<file path="src/rtl/fit_pkg.sv">
package fit_pkg;
  localparam int REG_W      = 32;
  localparam int IV_W       = 14;
  localparam int IV_LSB     = 0;
  localparam int LDP_W      = 15;
  localparam int LDP_LSB    = 16;
  localparam int TGL_BIT    = 31;
  localparam int FN_W       = 16;
  localparam int NOMINAL_IV = 11999;

  typedef struct packed {
    logic             tgl;
    logic [LDP_W-1:0] ldp;
    logic [IV_W-1:0]  iv;
  } fit_ctrl_t;

  // Place the fields at their register positions; everything else reads 0.
  function automatic logic [REG_W-1:0] ctrl_to_word(fit_ctrl_t c);
    logic [REG_W-1:0] w;
    w                   = '0;
    w[TGL_BIT]          = c.tgl;
    w[LDP_LSB +: LDP_W] = c.ldp;
    w[IV_LSB +: IV_W]   = c.iv;
    return w;
  endfunction

  function automatic fit_ctrl_t word_to_ctrl(logic [REG_W-1:0] w);
    fit_ctrl_t c;
    c.tgl = w[TGL_BIT];
    c.ldp = w[LDP_LSB +: LDP_W];
    c.iv  = w[IV_LSB +: IV_W];
    return c;
  endfunction

  // Next frame countdown value on a strobe.
  function automatic logic [IV_W-1:0] next_left(logic [IV_W-1:0] left,
                                                logic [IV_W-1:0] iv);
    return (left == '0) ? iv : left - 1'b1;
  endfunction

  // Saturating decrement of the packet budget.
  function automatic logic [LDP_W-1:0] budget_dec(logic [LDP_W-1:0] b);
    return (b == '0) ? b : b - 1'b1;
  endfunction
endpackage

</file>
<file path="src/rtl/fit_ctrl_reg.sv">
module fit_ctrl_reg
  import fit_pkg::*;
(
  input  logic             clk,
  input  logic             rst_n,
  input  logic             wr_en,
  input  logic [REG_W-1:0] wr_data,
  input  logic             hc_reset,
  output fit_ctrl_t        ctrl
);
  localparam logic [IV_W-1:0] NOM = IV_W'(NOMINAL_IV);

  fit_ctrl_t ctrl_nxt;

  always_comb begin
    ctrl_nxt = ctrl;
    if (wr_en)    ctrl_nxt = word_to_ctrl(wr_data);
    if (hc_reset) ctrl_nxt.iv = NOM;
  end

  always_ff @(posedge clk or negedge rst_n) begin
    if (!rst_n) begin
      ctrl.tgl <= 1'b0;
      ctrl.ldp <= '0;
      ctrl.iv  <= NOM;
    end else begin
      ctrl <= ctrl_nxt;
    end
  end
endmodule

</file>
<file path="src/rtl/fit_period_ctr.sv">
module fit_period_ctr
  import fit_pkg::*;
#(
  parameter int W        = IV_W,
  parameter int RESET_IV = NOMINAL_IV
) (
  input  logic         clk,
  input  logic         rst_n,
  input  logic         tick,
  input  logic [W-1:0] reload_iv,
  output logic [W-1:0] left,
  output logic         frame_end,
  output logic         sof_q
);
  assign frame_end = tick && (left == '0);

  always_ff @(posedge clk or negedge rst_n) begin
    if (!rst_n) begin
      left  <= W'(RESET_IV);
      sof_q <= 1'b0;
    end else begin
      sof_q <= frame_end;
      if (tick) left <= next_left(left, reload_iv);
    end
  end
endmodule

</file>
<file path="src/rtl/fit_budget_ctr.sv">
module fit_budget_ctr
  import fit_pkg::*;
#(
  parameter int W = LDP_W
) (
  input  logic         clk,
  input  logic         rst_n,
  input  logic         tick,
  input  logic         load,
  input  logic [W-1:0] load_val,
  output logic [W-1:0] budget
);
  always_ff @(posedge clk or negedge rst_n) begin
    if (!rst_n)    budget <= '0;
    else if (load) budget <= load_val;
    else if (tick) budget <= budget_dec(budget);
  end
endmodule

</file>
<file path="src/rtl/fit_frame_cnt.sv">
module fit_frame_cnt #(
  parameter int W = 16
) (
  input  logic         clk,
  input  logic         rst_n,
  input  logic         inc,
  output logic [W-1:0] count
);
  always_ff @(posedge clk or negedge rst_n) begin
    if (!rst_n)   count <= '0;
    else if (inc) count <= count + 1'b1;
  end
endmodule

</file>
<file path="src/rtl/usb_frame_timer.sv">
module usb_frame_timer
  import fit_pkg::*;
(
  input  logic             clk,
  input  logic             rst_n,
  input  logic             wr_en,
  input  logic [REG_W-1:0] wr_data,
  output logic [REG_W-1:0] rd_data,
  input  logic             hc_reset,
  input  logic             bit_tick,
  output logic             sof,
  output logic [IV_W-1:0]  bits_left,
  output logic [LDP_W-1:0] pkt_budget,
  output logic [FN_W-1:0]  frame_num
);
  fit_ctrl_t ctrl;
  logic      frame_end;   // strobe arriving with the countdown at zero

  fit_ctrl_reg u_reg (
    .clk      (clk),
    .rst_n    (rst_n),
    .wr_en    (wr_en),
    .wr_data  (wr_data),
    .hc_reset (hc_reset),
    .ctrl     (ctrl)
  );

  fit_period_ctr #(.W(IV_W), .RESET_IV(NOMINAL_IV)) u_period (
    .clk       (clk),
    .rst_n     (rst_n),
    .tick      (bit_tick),
    .reload_iv (ctrl.iv),
    .left      (bits_left),
    .frame_end (frame_end),
    .sof_q     (sof)
  );

  fit_budget_ctr #(.W(LDP_W)) u_budget (
    .clk      (clk),
    .rst_n    (rst_n),
    .tick     (bit_tick),
    .load     (frame_end),
    .load_val (ctrl.ldp),
    .budget   (pkt_budget)
  );

  fit_frame_cnt #(.W(FN_W)) u_fnum (
    .clk   (clk),
    .rst_n (rst_n),
    .inc   (frame_end),
    .count (frame_num)
  );

  assign rd_data = ctrl_to_word(ctrl);
endmodule

</file>
<file path="config.mk">
export PLATFORM = sky130hd
export DESIGN_NAME = usb_frame_timer
export DESIGN_NICKNAME = d
export VERILOG_FILES = /design/src/rtl/fit_pkg.sv /design/src/rtl/fit_ctrl_reg.sv /design/src/rtl/fit_period_ctr.sv /design/src/rtl/fit_budget_ctr.sv /design/src/rtl/fit_frame_cnt.sv /design/src/rtl/usb_frame_timer.sv
export SDC_FILE = /design/constraint.sdc
export NUM_CORES = 1
export LEC_CHECK = 0
export BUFFER_PORTS_ARGS = -buffer_cell sky130_fd_sc_hd__buf_2
export CAP_MARGIN = 20
export CORE_MARGIN = 1
export CORE_UTILIZATION = 46
export CTS_CLUSTER_DIAMETER = 80
export DETAILED_ROUTE_END_ITERATION = 10
export HOLD_SLACK_MARGIN = 0.08
export PLACE_DENSITY = 0.76
export SLEW_MARGIN = 20
export SYNTH_ARGS = -nofsm -noshare
export SYNTH_HDL_FRONTEND = slang
export SYNTH_HIERARCHICAL = 1
export SYNTH_SLANG_ARGS = --single-unit
</file>
<file path="constraint.sdc">
create_clock -name clk -period 2.9 [get_ports clk]
set_input_delay 0.435 -clock clk [delete_from_list [all_inputs] [get_ports clk]]
set_output_delay 0.435 -clock clk [all_outputs]
set_load 0.02 [all_outputs]
</file>
# [After elaboration in Yosys (flattened, before gate mapping)]
# Cells that the tools add are included.
[word_totals] reg_bits=76 latch_bits=0 ramBits=0 romBits=0 input_bits=37 output_inout_bits=78 wordCells=23 memories=0
[op_classes] n_addsub=3 n_mul=0 div=0 order_cmp=0 n_eq_ne=1 shift=0 muxes=6 bitwise=0 reduce_logical=6
[op_table] op="$mux 15" n=3
[op_table] op="$mux 14" n=3
[op_table] op="$add 16x1->16 const B" n=1
[op_table] op="$logic_not 15->1" n=1
[op_table] op="$sub 15x1->15 const B" n=1
[op_table] op="$logic_not 14->1" n=1
[op_table] op="$sub 14x1->14 const B" n=1
[op_table] op="$reduce_bool 2->1" n=2
[op_table] op="$ne 2x2->1 const B" n=1
[op_table] op="$reduce_and 2->1" n=1
[op_table] op="$logic_and 1x1->1" n=1

# [Longest topological paths before layout]
[depth] ltp_word=4 depth_mapped=10 mapped_depth_nobuf=9

# [Cells and area by module]
# The synthesis kept the hierarchy.
[by_module_without_submodules] mod="fit_ctrl_reg" instances=1 cells_per_inst=79 area_each_um2=1196.1 seq_area_each_um2=764.5
[by_module_without_submodules] mod="fit_budget_ctr" instances=1 cells_per_inst=114 area_each_um2=973.4 seq_area_each_um2=375.4
[by_module_without_submodules] mod="fit_period_ctr" instances=1 cells_per_inst=93 area_each_um2=888.4 seq_area_each_um2=389.1
[by_module_without_submodules] mod="fit_frame_cnt" instances=1 cells_per_inst=56 area_each_um2=695.7 seq_area_each_um2=400.4
[by_module_without_submodules] mod="usb_frame_timer" instances=1 cells_per_inst=3 area_each_um2=18.8 seq_area_each_um2=0.0

# [Least setup slack after synthesis]
# No wires, ideal clock.
[synth_path] path_kind="register -> register" from="reg u_period.left[0]" to="reg u_fnum.count[12]" setup_ns=0.080 t_arrival_ns=2.683 required_ns=2.820 slack_ns=0.137 path_stages_with_launch=11 path_buffers=1 period_less_slack_ns=2.763 path_cell_list="dfstp_2 -> inv_1 -> ha_1 -> nor3b_1 -> nand4_4 -> buf_4 -> nor2_1 -> nand4_4 -> nor3_2 -> and4_1 -> xor2_1"
[synth_via] elab_chain_cells=2
[synth_lines] item="from (decl)" line="fit_period_ctr.sv:11" text="output logic [W-1:0] left,"
[synth_lines] item="from (signal assigned)" line="fit_period_ctr.sv:19" text="left <= W'(RESET_IV);"
[synth_lines] item="from (signal assigned)" line="fit_period_ctr.sv:23" text="if (tick) left <= next_left(left, reload_iv);"
[synth_lines] item="$logic_not 14->1" line="fit_period_ctr.sv:15" text="assign frame_end = tick && (left == '0);"
[synth_lines] item="$logic_and 1x1->1" line="fit_period_ctr.sv:15"
[synth_lines] item="named net frame_end" line="usb_frame_timer.sv:17" text="logic frame_end;"
[synth_lines] item="to (signal assigned)" line="fit_frame_cnt.sv:11" text="else if (inc) count <= count + 1'b1;"
[synth_lines] item="to (decl)" line="fit_frame_cnt.sv:7" text="output logic [W-1:0] count"
# The timed path passes the listed nets, and every way through them passes these cells.
# A chain may end at the register's enable or synchronous reset.

# [Worst setup path after layout]
# Ends and elaborated chain as after synthesis.

==> qor.yml <==
outcome:
  outcome: "completed"
synthesis:
  synth_warnings: 6
  syn_area_per_cell_um2: 10.9
  synth_edf_count: 0
  synth_seq_area_share_pct: 51.1
  synthArstFlopShare_pct: 100
  ys_types: 61
  ys_ff_latch: 76
  ys.flop_type: "dfrtp_1"
  synth_cells: 345
  syn_area_um2: 3770
critical_path:
  required_ns: 3.18
  end_kind: "register"
  worstSetupPathType: "register to register"
  crit_start: "u_period/left[0]"
  arrival_ns: 2.70
  startpoint_type: "register"
  regToRegStartpoint: "u_period/left[0]"
  worstPathMaxFanout: 6
sta:
  skew_ns: 0.0154
  finalCritPeriodShare_pct: 83.6
  max_freq_ghz: 0.413
  tns_ns: 0
  setup_viol: 0
  slew_viol_final: 0
  maxSlewHeadroom_pct: 37.7
  tightest_slew_ns: 0.935
  final-hold-violation-count: 0
  grt_setup_unrepaired: "no"
  fin_crit_ns: 2.42
route:
  drt-initial-drc-count: 222
  ant_nets: 0
  drc: 0
  vias: 3138
  dr.pass1.iters: 4
  wire_per_inst_um: 15.3
  finalWirelength_mm: 8.66
  routed_via_density: 5.56
clocking:
  cts_tree: "yes"
  holdBufCountCts: 0
  cts.sinks: 76
  ctsHtreeMaxLevel: 3
  clockBufferDepth: 2
  post_cts.repair.setup_buffers: 0
  clkTransAtPathRegs_ns: 0.09
  cts-root-buf: "clkbuf_8"
  cts_buffers: 9
  clkLatencyLatePin_ns: 0.36
  cts_resized: 0
cells_and_area:
  regArea_um2: 1930
  nNetsFinal: 497
  final-instance-count-excl-fill: 564
  multi_input_area_um2: 1710
  fill_cells: 681
  final_common_cell: "buf_2"
  drive_gt1_share_pct: 39.6
  syn2layout_area_growth_pct: 22.0
  diodes: 0
  final_area_um2: 4600
  final_cell_mix: "buf_2 (109), dfrtp_1 (54), nand2_1 (30)"
floorplan:
  coreArea_um2: 7850
  die_w_um: 92.6
  rows: 32
  die_h_um: 92.6
  start_util_pct: 48.1
  die_area_um2: 8570
  io_pins: 115
global_routing:
  gr-total-overflow: 0
  grt_pass1_vias: 2867
  antenna_found_initial: 0
  track_usage_pct: 21.4
  grt_max_degree: 77
  grt_pass1_wl_mm: 14.2
place:
  dp.cells: 548
  dpl.hpwl_mm: 6.22
  placed_cell_area_um2: 4400
  port_buffers: 110
  gp_congestion: 0.855
power_and_ir_drop:
  p_leak_uw: 0.00212
  p_per_area_nw_per_um2: 787
  peakVddDrop_mv: 0.437
hold_path:
  min_path_type: "input port to async pin"
flow_run:
  max_cap_violations: 0
[routing by layer]
layer / track usage (%) / wire length (um) / vias to the layer above / part of all wire [%]
met5: 0 / 0 / - / 0
met4: 8.98 / 78 / 0 / 0.90
li1: - / - / 1490 / -
met3: 4.11 / 568 / 5 / 6.6
met2: 32.6 / 4040 / 109 / 47
met1: 30.0 / 3970 / 1534 / 46
[path summary, 6_finish.rpt]
check                                      to  slack, ns  depth (start not counted)
hold reg to reg              u_fnum/count[15]       0.48                          1
setup reg to reg             u_fnum/count[12]       0.48                          9
max in group asynchronous  u_budget/budget[1]       2.07                          1
hold / removal                  u_reg/ctrl[8]       0.22                          1
setup / recovery             u_fnum/count[12]       0.48                          9
min in group clk                u_reg/ctrl[2]       0.30                          2
[cells by family (layout without fill, tap and decap cells)]
| logic type | Yosys count | after routing | share of synthesized area, % |
|---|---|---|---|
| flip-flops | 76 | 76 | 51.1 |
| other | 1 | 2 | 0.0994 |
| buffers and inverters | 27 | 143 | 3.71 |
| AO/OA/AOI/OAI | 66 | 66 | 12.7 |
| multiplexers | 22 | 22 | 6.43 |
| XOR/XNOR | 17 | 17 | 3.95 |
| adder cells (fa/ha/maj) | 3 | 3 | 0.995 |
| AND/OR/NAND/NOR | 133 | 133 | 20.9 |
[layout make-up]
class | count | area share [%]
Tap cell | 102 | 2.77
Clock inverter | 4 | 1.03
Inverter | 13 | 1.06
Clock buffer | 12 | 3.37
Sequential cell | 76 | 41.9
Multi-Input combinational cell | 243 | 37.1
Timing Repair Buffer | 114 | 12.7
[Yosys cell counts (2+ instances only)]
| cell type | instances | area, um^2 |
|---|---|---|
| dfrtp_1 | 54 | 1350 |
| nand2_1 | 30 | 113 |
| dfstp_2 | 22 | 578 |
| nor2_1 | 22 | 82.6 |
| nand3_1 | 19 | 95.1 |
| mux2_2 | 17 | 191 |
| inv_1 | 13 | 48.8 |
| nor2b_1 | 13 | 81.3 |
| o21ai_0 | 13 | 65.1 |
| a211o_1 | 11 | 96.3 |
| xnor2_1 | 11 | 96.3 |
| nand4_1 | 9 | 56.3 |
| nor3_1 | 7 | 35.0 |
| a31oi_1 | 6 | 37.5 |
| xor2_1 | 6 | 52.6 |
| buf_4 | 5 | 37.5 |
| clkbuf_1 | 5 | 18.8 |
| a21oi_1 | 4 | 20.0 |
| and4_1 | 4 | 35.0 |
| mux2i_1 | 4 | 40.0 |
| o21ai_1 | 4 | 20.0 |
| o31ai_1 | 4 | 30.0 |
| or4_1 | 4 | 30.0 |
| a2bb2oi_1 | 3 | 26.3 |
| ha_1 | 3 | 37.5 |
| nor3_2 | 3 | 30.0 |
| nor4_1 | 3 | 18.8 |
| o22ai_1 | 3 | 18.8 |
| o311ai_0 | 3 | 26.3 |
| or3_1 | 3 | 18.8 |
| a311o_1 | 2 | 20.0 |
| nand4_4 | 2 | 42.5 |
| nor3b_1 | 2 | 15.0 |
| nor4_4 | 2 | 42.5 |
| o41ai_1 | 2 | 17.5 |
| or2_2 | 2 | 12.5 |
[power by group]
group          leakage [uW]  total, uW  internal (uW)  switching [uW]
Clock              0.000102        820            442             378
Combinational       0.00111       1160            452             709
Sequential         0.000913       1640           1320             321
[critical path: stages (launching register included)]
cell	delay [ns]
dfstp_2	0.40
inv_1	0.10
ha_1	0.22
nor3b_1	0.43
nand4_4	0.16
nor2_2	0.24
nand4_4	0.16
nor3_2	0.27
and4_1	0.24
xor2_1	0.14
[flip-flops by register name (all words and copies together), names as in the netlist]
signal and count:
u_period/sof_q 1, u_fnum/count 16, u_reg/ctrl 30, u_budget/budget 15
u_period/left 14
[per-stage QoR]
stage          setup WS [ns]  hold slack [ns]  total power [uW]  util, %
2_1_floorplan          0.137            0.139              2400        -
3_3_place_gp           0.580            0.458              2780     56.0
3_5_place_dp           0.486            0.469              2810     56.0
4_1_cts                0.459            0.254              3640     58.6
5_1_grt                0.247            0.287              3840     58.6
6_report               0.476            0.219              3620     58.6
Power figures use the tool's default switching activity.
